**src/rtl/spim_pkg.sv**
```systemverilog
package spim_pkg;

    localparam int CS_LINES = 3;
    localparam int CSEL_W   = 2;
    localparam int BYTE_W   = 8;

    // control register bit positions
    localparam int B_CSEL   = 0;
    localparam int B_PHASE  = 2;
    localparam int B_POL    = 3;
    localparam int B_CLRTX  = 4;
    localparam int B_CLRRX  = 5;
    localparam int B_GPOL   = 6;
    localparam int B_RUN    = 7;
    localparam int B_IEDONE = 8;
    localparam int B_IERX   = 9;
    localparam int B_WIRE3  = 10;
    localparam int B_LPOL   = 11;

    // status bit positions
    localparam int S_DONE   = 16;
    localparam int S_RXANY  = 17;
    localparam int S_TXROOM = 18;
    localparam int S_RXTHR  = 19;
    localparam int S_RXFULL = 20;
    localparam int S_TXMT   = 21;

    typedef enum logic [1:0] {
        A_CTRL = 2'd0,
        A_DIV  = 2'd1,
        A_DATA = 2'd2,
        A_NONE = 2'd3
    } reg_addr_e;

    typedef struct packed {
        logic [CS_LINES-1:0] lpol;
        logic                wire3;
        logic                ie_rx;
        logic                ie_done;
        logic                run;
        logic                gpol;
        logic                pol;
        logic                phase;
        logic [CSEL_W-1:0]   csel;
    } ctrl_t;

endpackage

```
**src/rtl/spim_fifo.sv**
```systemverilog
module spim_fifo #(
    parameter int WIDTH = 8,
    parameter int DEPTH = 16
) (
    input  logic                       clk,
    input  logic                       rst_n,
    input  logic                       flush,
    input  logic                       push,
    input  logic [WIDTH-1:0]           wdata,
    input  logic                       pop,
    output logic [WIDTH-1:0]           rdata,
    output logic [$clog2(DEPTH):0]     count,
    output logic                       full,
    output logic                       empty
);
    // DEPTH must be a power of two so that the pointers wrap naturally
    localparam int AW = $clog2(DEPTH);
    localparam int CW = AW + 1;

    typedef struct packed {
        logic [AW-1:0] wp;
        logic [AW-1:0] rp;
        logic [CW-1:0] cnt;
    } fifo_st_t;

    fifo_st_t q, d;
    logic [WIDTH-1:0] mem [DEPTH];
    logic do_push, do_pop;

    assign full  = (q.cnt == CW'(DEPTH));
    assign empty = (q.cnt == '0);
    assign count = q.cnt;
    assign rdata = mem[q.rp];

    always_comb begin
        d       = q;
        do_push = push && !full;
        do_pop  = pop && !empty;
        if (flush) begin
            d = '0;
        end else begin
            if (do_push) d.wp = q.wp + 1'b1;
            if (do_pop)  d.rp = q.rp + 1'b1;
            case ({do_push, do_pop})
                2'b10:   d.cnt = q.cnt + 1'b1;
                2'b01:   d.cnt = q.cnt - 1'b1;
                default: d.cnt = q.cnt;
            endcase
        end
    end

    always_ff @(posedge clk or negedge rst_n) begin
        if (!rst_n) q <= '0;
        else        q <= d;
    end

    always_ff @(posedge clk) begin
        if (do_push && !flush) mem[q.wp] <= wdata;
    end

endmodule

```
**src/rtl/spim_engine.sv**
```systemverilog
module spim_engine #(
    parameter int DIV_W = 16,
    parameter int DEPTH = 16
) (
    input  logic                   clk,
    input  logic                   rst_n,
    input  logic                   run_i,
    input  logic                   pol_i,
    input  logic                   phase_i,
    input  logic                   wire3_i,
    input  logic [DIV_W-1:0]       div_i,
    input  logic                   tx_valid_i,
    input  logic [7:0]             tx_byte_i,
    output logic                   tx_pop_o,
    input  logic [$clog2(DEPTH):0] rx_cnt_i,
    output logic                   rx_push_o,
    output logic [7:0]             rx_byte_o,
    output logic                   busy_o,
    output logic                   sck_o,
    output logic                   sdo_o,
    output logic                   sdo_oe_o,
    input  logic                   sdio_i,
    input  logic                   sdi_i
);
    localparam int CW        = $clog2(DEPTH) + 1;
    localparam int HALVES    = 18;            // 9 serial periods per byte
    localparam int DATA_HALF = 16;            // first 8 periods carry data

    typedef struct packed {
        logic             busy;
        logic [4:0]       hc;
        logic [DIV_W-1:0] dc;
        logic [7:0]       txs;
        logic [7:0]       rxs;
        logic             sdo;
    } eng_t;

    eng_t q, d;
    logic [DIV_W-1:0] hp, hp_m1;
    logic tick, lead, trail, sbit, room_now, room_next;

    function automatic eng_t load_byte(input eng_t cur, input logic [7:0] b, input logic ph);
        eng_t r;
        r      = cur;
        r.busy = 1'b1;
        r.hc   = '0;
        r.dc   = '0;
        if (!ph) begin
            r.sdo = b[7];
            r.txs = {b[6:0], 1'b0};
        end else begin
            r.txs = b;
        end
        return r;
    endfunction

    always_comb begin
        hp = {1'b0, div_i[DIV_W-1:1]};
        if (hp == '0) hp = {1'b1, {(DIV_W-1){1'b0}}};
        hp_m1     = hp - 1'b1;
        tick      = q.busy && (q.dc == hp_m1);
        lead      = tick && !q.hc[0] && (q.hc < 5'(DATA_HALF));
        trail     = tick &&  q.hc[0] && (q.hc < 5'(DATA_HALF));
        sbit      = wire3_i ? sdio_i : sdi_i;
        room_now  = rx_cnt_i < CW'(DEPTH);
        room_next = rx_cnt_i < CW'(DEPTH - 1);

        d         = q;
        tx_pop_o  = 1'b0;
        rx_push_o = 1'b0;

        if (!run_i) begin
            d.busy = 1'b0;
            d.hc   = '0;
            d.dc   = '0;
        end else if (!q.busy) begin
            if (tx_valid_i && room_now) begin
                d        = load_byte(q, tx_byte_i, phase_i);
                tx_pop_o = 1'b1;
            end
        end else begin
            d.dc = tick ? '0 : q.dc + 1'b1;
            if (lead) begin
                if (!phase_i) begin
                    d.rxs = {q.rxs[6:0], sbit};
                end else begin
                    d.sdo = q.txs[7];
                    d.txs = {q.txs[6:0], 1'b0};
                end
            end
            if (trail) begin
                if (!phase_i) begin
                    d.sdo = q.txs[7];
                    d.txs = {q.txs[6:0], 1'b0};
                end else begin
                    d.rxs = {q.rxs[6:0], sbit};
                end
            end
            if (tick) begin
                if (q.hc == 5'(HALVES - 1)) begin
                    rx_push_o = 1'b1;
                    d.busy    = 1'b0;
                    d.hc      = '0;
                    if (tx_valid_i && room_next) begin
                        d        = load_byte(d, tx_byte_i, phase_i);
                        tx_pop_o = 1'b1;
                    end
                end else begin
                    d.hc = q.hc + 5'd1;
                end
            end
        end
    end

    always_ff @(posedge clk or negedge rst_n) begin
        if (!rst_n) q <= '0;
        else        q <= d;
    end

    assign rx_byte_o = q.rxs;
    assign busy_o    = q.busy;
    assign sck_o     = pol_i ^ (q.busy && q.hc[0] && (q.hc < 5'(DATA_HALF)));
    assign sdo_o     = q.sdo;
    assign sdo_oe_o  = !wire3_i;

endmodule

```
**src/rtl/spim_top.sv**
```systemverilog
module spim_top
    import spim_pkg::*;
#(
    parameter int FIFO_DEPTH = 16,
    parameter int RX_THRESH  = 12,
    parameter int DIV_W      = 16
) (
    input  logic                clk,
    input  logic                rst_n,
    input  logic [1:0]          reg_addr,
    input  logic                reg_wr,
    input  logic                reg_rd,
    input  logic [31:0]         reg_wdata,
    output logic [31:0]         reg_rdata,
    output logic                irq,
    output logic                sck_o,
    output logic                mosi_o,
    output logic                mosi_oe,
    input  logic                mosi_i,
    input  logic                miso_i,
    output logic [CS_LINES-1:0] cs_o
);
    localparam int CW = $clog2(FIFO_DEPTH) + 1;

    typedef struct packed {
        ctrl_t            ctrl;
        logic [DIV_W-1:0] div;
    } regs_t;

    regs_t r_q, r_d;
    logic flush_tx, flush_rx, tx_push, rx_pop;
    logic tx_pop, rx_push, busy, done, rx_thr;
    logic tx_full, tx_empty, rx_full, rx_empty;
    logic [7:0] tx_head, rx_head, rx_byte;
    logic [CW-1:0] tx_cnt, rx_cnt;
    logic run_on, pol_idle;
    logic unused_wbits;
    reg_addr_e a;

    assign unused_wbits = ^{reg_wdata[31:14], tx_cnt};
    assign a = reg_addr_e'(reg_addr);

    // register next-state
    always_comb begin
        r_d      = r_q;
        flush_tx = 1'b0;
        flush_rx = 1'b0;
        tx_push  = 1'b0;
        rx_pop   = reg_rd && (a == A_DATA);
        if (reg_wr) begin
            case (a)
                A_CTRL: begin
                    r_d.ctrl.csel    = reg_wdata[B_CSEL +: CSEL_W];
                    r_d.ctrl.phase   = reg_wdata[B_PHASE];
                    r_d.ctrl.pol     = reg_wdata[B_POL];
                    r_d.ctrl.gpol    = reg_wdata[B_GPOL];
                    r_d.ctrl.run     = reg_wdata[B_RUN];
                    r_d.ctrl.ie_done = reg_wdata[B_IEDONE];
                    r_d.ctrl.ie_rx   = reg_wdata[B_IERX];
                    r_d.ctrl.wire3   = reg_wdata[B_WIRE3];
                    r_d.ctrl.lpol    = reg_wdata[B_LPOL +: CS_LINES];
                    flush_tx         = reg_wdata[B_CLRTX];
                    flush_rx         = reg_wdata[B_CLRRX];
                end
                A_DIV:   r_d.div = reg_wdata[DIV_W-1:0];
                A_DATA:  tx_push = 1'b1;
                default: ;
            endcase
        end
    end

    always_ff @(posedge clk or negedge rst_n) begin
        if (!rst_n) r_q <= '0;
        else        r_q <= r_d;
    end

    assign done   = r_q.ctrl.run && tx_empty && !busy;
    assign rx_thr = rx_cnt >= CW'(RX_THRESH);
    assign irq    = (r_q.ctrl.ie_done && done) || (r_q.ctrl.ie_rx && rx_thr);
    assign run_on   = r_q.ctrl.run;
    assign pol_idle = r_q.ctrl.pol;

    // read mux
    always_comb begin
        reg_rdata = '0;
        case (a)
            A_CTRL: begin
                reg_rdata[B_CSEL +: CSEL_W]   = r_q.ctrl.csel;
                reg_rdata[B_PHASE]            = r_q.ctrl.phase;
                reg_rdata[B_POL]              = r_q.ctrl.pol;
                reg_rdata[B_GPOL]             = r_q.ctrl.gpol;
                reg_rdata[B_RUN]              = r_q.ctrl.run;
                reg_rdata[B_IEDONE]           = r_q.ctrl.ie_done;
                reg_rdata[B_IERX]             = r_q.ctrl.ie_rx;
                reg_rdata[B_WIRE3]            = r_q.ctrl.wire3;
                reg_rdata[B_LPOL +: CS_LINES] = r_q.ctrl.lpol;
                reg_rdata[S_DONE]             = done;
                reg_rdata[S_RXANY]            = !rx_empty;
                reg_rdata[S_TXROOM]           = !tx_full;
                reg_rdata[S_RXTHR]            = rx_thr;
                reg_rdata[S_RXFULL]           = rx_full;
                reg_rdata[S_TXMT]             = tx_empty;
            end
            A_DIV:   reg_rdata[DIV_W-1:0] = r_q.div;
            A_DATA:  reg_rdata[7:0] = rx_empty ? 8'h00 : rx_head;
            default: reg_rdata = '0;
        endcase
    end

    // chip-select lines
    for (genvar k = 0; k < CS_LINES; k++) begin : g_cs
        logic hi, sel;
        assign hi      = r_q.ctrl.gpol && r_q.ctrl.lpol[k];
        assign sel     = r_q.ctrl.run && (r_q.ctrl.csel == CSEL_W'(k));
        assign cs_o[k] = sel ? hi : !hi;
    end

    spim_fifo #(.WIDTH(8), .DEPTH(FIFO_DEPTH)) u_txq (
        .clk(clk), .rst_n(rst_n), .flush(flush_tx),
        .push(tx_push), .wdata(reg_wdata[7:0]), .pop(tx_pop),
        .rdata(tx_head), .count(tx_cnt), .full(tx_full), .empty(tx_empty)
    );

    spim_fifo #(.WIDTH(8), .DEPTH(FIFO_DEPTH)) u_rxq (
        .clk(clk), .rst_n(rst_n), .flush(flush_rx),
        .push(rx_push), .wdata(rx_byte), .pop(rx_pop),
        .rdata(rx_head), .count(rx_cnt), .full(rx_full), .empty(rx_empty)
    );

    spim_engine #(.DIV_W(DIV_W), .DEPTH(FIFO_DEPTH)) u_eng (
        .clk(clk), .rst_n(rst_n),
        .run_i(r_q.ctrl.run), .pol_i(r_q.ctrl.pol), .phase_i(r_q.ctrl.phase),
        .wire3_i(r_q.ctrl.wire3), .div_i(r_q.div),
        .tx_valid_i(!tx_empty), .tx_byte_i(tx_head), .tx_pop_o(tx_pop),
        .rx_cnt_i(rx_cnt), .rx_push_o(rx_push), .rx_byte_o(rx_byte),
        .busy_o(busy), .sck_o(sck_o), .sdo_o(mosi_o), .sdo_oe_o(mosi_oe),
        .sdio_i(mosi_i), .sdi_i(miso_i)
    );

endmodule

```
**config.mk**
```make
export PLATFORM = sky130hd
export DESIGN_NAME = spim_top
export DESIGN_NICKNAME = d
export VERILOG_FILES = /design/src/rtl/spim_pkg.sv /design/src/rtl/spim_fifo.sv /design/src/rtl/spim_engine.sv /design/src/rtl/spim_top.sv
export SDC_FILE = /design/constraint.sdc
export NUM_CORES = 1
export LEC_CHECK = 0
export BUFFER_PORTS_ARGS = -buffer_cell sky130_fd_sc_hd__buf_2
export CAP_MARGIN = 20
export CORE_MARGIN = 2
export CORE_UTILIZATION = 35
export DETAILED_ROUTE_END_ITERATION = 8
export HOLD_SLACK_MARGIN = 0.03
export PLACE_DENSITY = 0.6
export SLEW_MARGIN = 0
export SYNTH_ARGS = -nofsm -noshare
export SYNTH_HDL_FRONTEND = slang
export SYNTH_SLANG_ARGS = --single-unit
```
**constraint.sdc**
```tcl
create_clock -name clk -period 5.15 [get_ports clk]
set_clock_uncertainty 0.2 [all_clocks]
set_input_delay 0.515 -clock clk [delete_from_list [all_inputs] [get_ports clk]]
set_output_delay 0.515 -clock clk [all_outputs]
set_load 0.03 [all_outputs]
```
==> impl_metrics.toml <==
[status]
run_status = "finished clean"

[setup_path]
regToRegSetupSlack_ns = 0.48
r2r-end = "u_txq.count[4]"
worstSetupStartpointType = "flop"
critical_path_arrival_ns = 4.91
rr_worst_depth = 14
worstReg2RegStart = "r_q[10]"
criticalPathCategory = "reg2reg"
worstSetupEndpointType = "flop"
required_ns = 5.39
cp_max_fo = 10

[sta]
finalHoldWorstSlack_ns = 0.0518
max_freq_mhz = 214
rsz0062_at_grt = "no"
totalNegativeSetupSlack_ns = 0
final-hold-violation-count = 0
fin_crit_sh = 0.906
measured_slew_at_the_worst_slew_check_pin_ns = 0.956
finalSetupViolCount = 0
min_period_ns = 4.67
max-slew-margin-rel = 0.363
maxSlewViolCount = 0

[place]
dpl.hpwl_um = 23500
numPortBuffers = 52
dp.cells = 1750
gp_routability_congestion = 0.844

[yosys]
number_of_flops_mapped_to_enable_cells_by_yosys = 256
synth_cell_types = 72
synth.top_cell.area_share = 0.484
yosys-top-cells-count = "sky130_fd_sc_hd__edfxtp_1 (256), sky130_fd_sc_hd__dfrtp_1 (93), sky130_fd_sc_hd__nor2_1 (88)"
proportion_of_synthesized_chip_area_in_sequential_cells = 0.630
synth_flop_cell = "sky130_fd_sc_hd__edfxtp_1"
synth_area_leaders = "sky130_fd_sc_hd__edfxtp_1 (48%), sky130_fd_sc_hd__dfrtp_1 (15%), sky130_fd_sc_hd__mux4_2 (7.6%)"
syn-instance-count = 1127
syn_area_sq_um = 15900
avgSynthCellArea_sq_um = 14.1
synth_async_sr_flop_share = 0.266
area_leader_netlist = "sky130_fd_sc_hd__edfxtp_1"
synth_most_common_cell = "sky130_fd_sc_hd__edfxtp_1"
synth_seq_cells = 349
synth_warnings = 0

[clocking]
clock-sinks = 349
clkTransAtPathRegs_ns = 0.06
htree_num_levels = 2
postCtsResizedCells = 0
cts_post_setup_buffers_inserted = 0
clockRootBuffer = "sky130_fd_sc_hd__clkbuf_16"
tritoncts_clock_tree = "done"
tritoncts.num_buffers = 37
clk_path_buf_depth = 3
clk_latency_ns = 0.54

[run]
drv_cap = 0

[cells_and_area]
drive_above_1_share = 0.206
fin_nets = 1260
fillerInstances = 4219
antenna-diode-count = 0
syn_to_final_growth_pct = 13.9
layoutNonFillerInstCount = 1825

[floorplan]
io-pin-count = 79
core_sq_um = 45100
die_height_um = 217
die-area_sq_um = 47100
initial_utilization = 0.353
chipWidth_um = 217
num_rows = 78

[pwr]
power.share.sequential = 0.443
internal_power_w = 0.00551
leakagePower_nw = 6.48
p_per_area_nw_per_um2 = 444
p_clk_frac = 0.319
pwr-share-comb = 0.239
swShare = 0.315
total_switching_power_w = 0.00253
vdd_ir_drop_max_mv = 0.219

[routing]
detail_route.first_pass.iterations = 5
postRouteWirelength_um = 36100
post_drt_wl_per_cell_um = 19.8
remaining_drc_errors = 0
ant_nets = 0
num_vias = 9663
drt_iter0_markers = 858
drt-vias-per-instance = 5.29

[global_routing]
gr-total-overflow = 0
grtUsageTotal = 0.155
wire_length_of_the_first_global_routing_pass_um = 56500
via_count_of_the_first_global_routing_pass = 9698
grt_max_degree = 59
number_of_antenna_violations_at_the_first_check_in_global_routing = 1

[min_path]
whs_endpoint = "r_q[22]"
hold_crit_class = "in2reg"
hold_path_startpoint = "reg_wdata[8]"
worst_hold_path.num_cells = 2
-- per-stage QoR --
step	util	setup WS, ns	power [W]	area, sq um
5_1_grt	0.402	0.0701	0.00845	18100
2_1_floorplan	-	0.953	0.00496	15900
3_5_place_dp	0.374	0.556	0.00554	16900
6_report	0.402	0.485	0.00804	18100
3_3_place_gp	0.374	0.624	0.00551	16900
4_1_cts	0.402	0.535	0.00812	18100
-- cell type report --
class,count,area (sq um),area share
clock inverters,17,164,0.00905
well taps,600,751,0.0415
repair buffers,88,566,0.0312
multi-input cells,700,5540,0.306
flip-flops and latches,349,10000,0.553
clock buffers,50,996,0.0550
inverters,21,78.8,0.00435
-- repair_timing --
action,4_1_cts,5_1_grt
endpoints found under the setup margin,0,0
endpoints found under the hold margin,47,0
hold buffers,8,0
-- cell usage in the layout (no fill, tap or decap), types with 9 or more instances in the layout --
cell                        instances
sky130_fd_sc_hd__a21oi_1           34
sky130_fd_sc_hd__a221oi_1          16
sky130_fd_sc_hd__a22o_1             9
sky130_fd_sc_hd__a22oi_1           10
sky130_fd_sc_hd__and2_1            18
sky130_fd_sc_hd__and3_1            19
sky130_fd_sc_hd__buf_2             51
sky130_fd_sc_hd__buf_4             28
sky130_fd_sc_hd__clkbuf_1          12
sky130_fd_sc_hd__clkbuf_16         38
sky130_fd_sc_hd__conb_1            10
sky130_fd_sc_hd__dfrtp_1           90
sky130_fd_sc_hd__edfxtp_1         256
sky130_fd_sc_hd__ha_1              23
sky130_fd_sc_hd__inv_1             21
sky130_fd_sc_hd__mux2_2            38
sky130_fd_sc_hd__mux2i_1           34
sky130_fd_sc_hd__mux4_2            54
sky130_fd_sc_hd__nand2_1           69
sky130_fd_sc_hd__nand3_1           28
sky130_fd_sc_hd__nand4_1            9
sky130_fd_sc_hd__nor2_1            88
sky130_fd_sc_hd__nor2b_1           13
sky130_fd_sc_hd__nor3_1            16
sky130_fd_sc_hd__nor4_1            10
sky130_fd_sc_hd__o21ai_0           46
sky130_fd_sc_hd__o21ai_1           14
sky130_fd_sc_hd__xnor2_1           19
sky130_fd_sc_hd__xor2_1            19
-- state kept, by name (all words and copies together) (netlist names) --
register,flops
u_rxq.mem,128
u_txq.mem,128
u_eng.q,29
r_q,26
u_eng.rx_byte_o,8
u_rxq.q,8
u_txq.q,8
u_rxq.count,5
u_txq.count,5
pol_idle,1
run_on,1
u_eng.busy_o,1
u_eng.sdo_o,1
-- worst max-delay path by stage --
stage | startpoint | endpoint | slack (ns) | cells after the start
2_1_floorplan | r_q[1] | u_txq.count[4] | 0.95 | 16
3_3_place_gp | r_q[10] | u_txq.count[4] | 0.62 | 14
3_5_place_dp | r_q[1] | u_txq.count[4] | 0.56 | 16
4_1_cts | r_q[10] | u_txq.count[4] | 0.53 | 14
5_1_grt | r_q[10] | u_txq.count[4] | 0.07 | 14
6_report | r_q[10] | u_txq.count[4] | 0.48 | 14
-- metal layers --
layer / wire length, um / global-route usage
met2: 17300 / 0.252
met3: 1740 / 0.0271
met1: 16300 / 0.216
met4: 758 / 0.0381
met5: 12 / 0
-- worst max-delay path: stages, from the launching register on --
cell	delay [ns]
sky130_fd_sc_hd__dfrtp_1	0.49
sky130_fd_sc_hd__nor4_1	0.71
sky130_fd_sc_hd__a31oi_1	0.30
sky130_fd_sc_hd__o41ai_1	0.54
sky130_fd_sc_hd__nand2_1	0.16
sky130_fd_sc_hd__nor4_4	0.33
sky130_fd_sc_hd__a21boi_2	0.19
sky130_fd_sc_hd__nor3_4	0.40
sky130_fd_sc_hd__xor2_1	0.12
sky130_fd_sc_hd__ha_1	0.25
sky130_fd_sc_hd__or3_1	0.31
sky130_fd_sc_hd__a21oi_1	0.14
sky130_fd_sc_hd__nand3_1	0.10
sky130_fd_sc_hd__and3b_1	0.17
sky130_fd_sc_hd__nor3_1	0.15
-- power groups by stage --
stage	registers (W)	logic [W]	clock network, W
3_5_place_dp	0.00361	0.00192	0
4_1_cts	0.00356	0.00193	0.00263
2_1_floorplan	0.00338	0.00158	0
5_1_grt	0.00361	0.00211	0.00274
6_report	0.00356	0.00192	0.00256
3_3_place_gp	0.00361	0.00190	0
-- logic make-up after synthesis --
family / Yosys count / share of synthesized area
adders and majority gates: 23 / 0.0181
buffers and inverters: 87 / 0.0238
muxes: 126 / 0.125
xor gates and xnor gates: 38 / 0.0209
AOI/OAI and AO/OA: 188 / 0.0796
DFF: 349 / 0.630
and+or+nand+nor: 315 / 0.103
other: 1 / 0.000236
No activity file was read; power rests on OpenSTA's default activity.
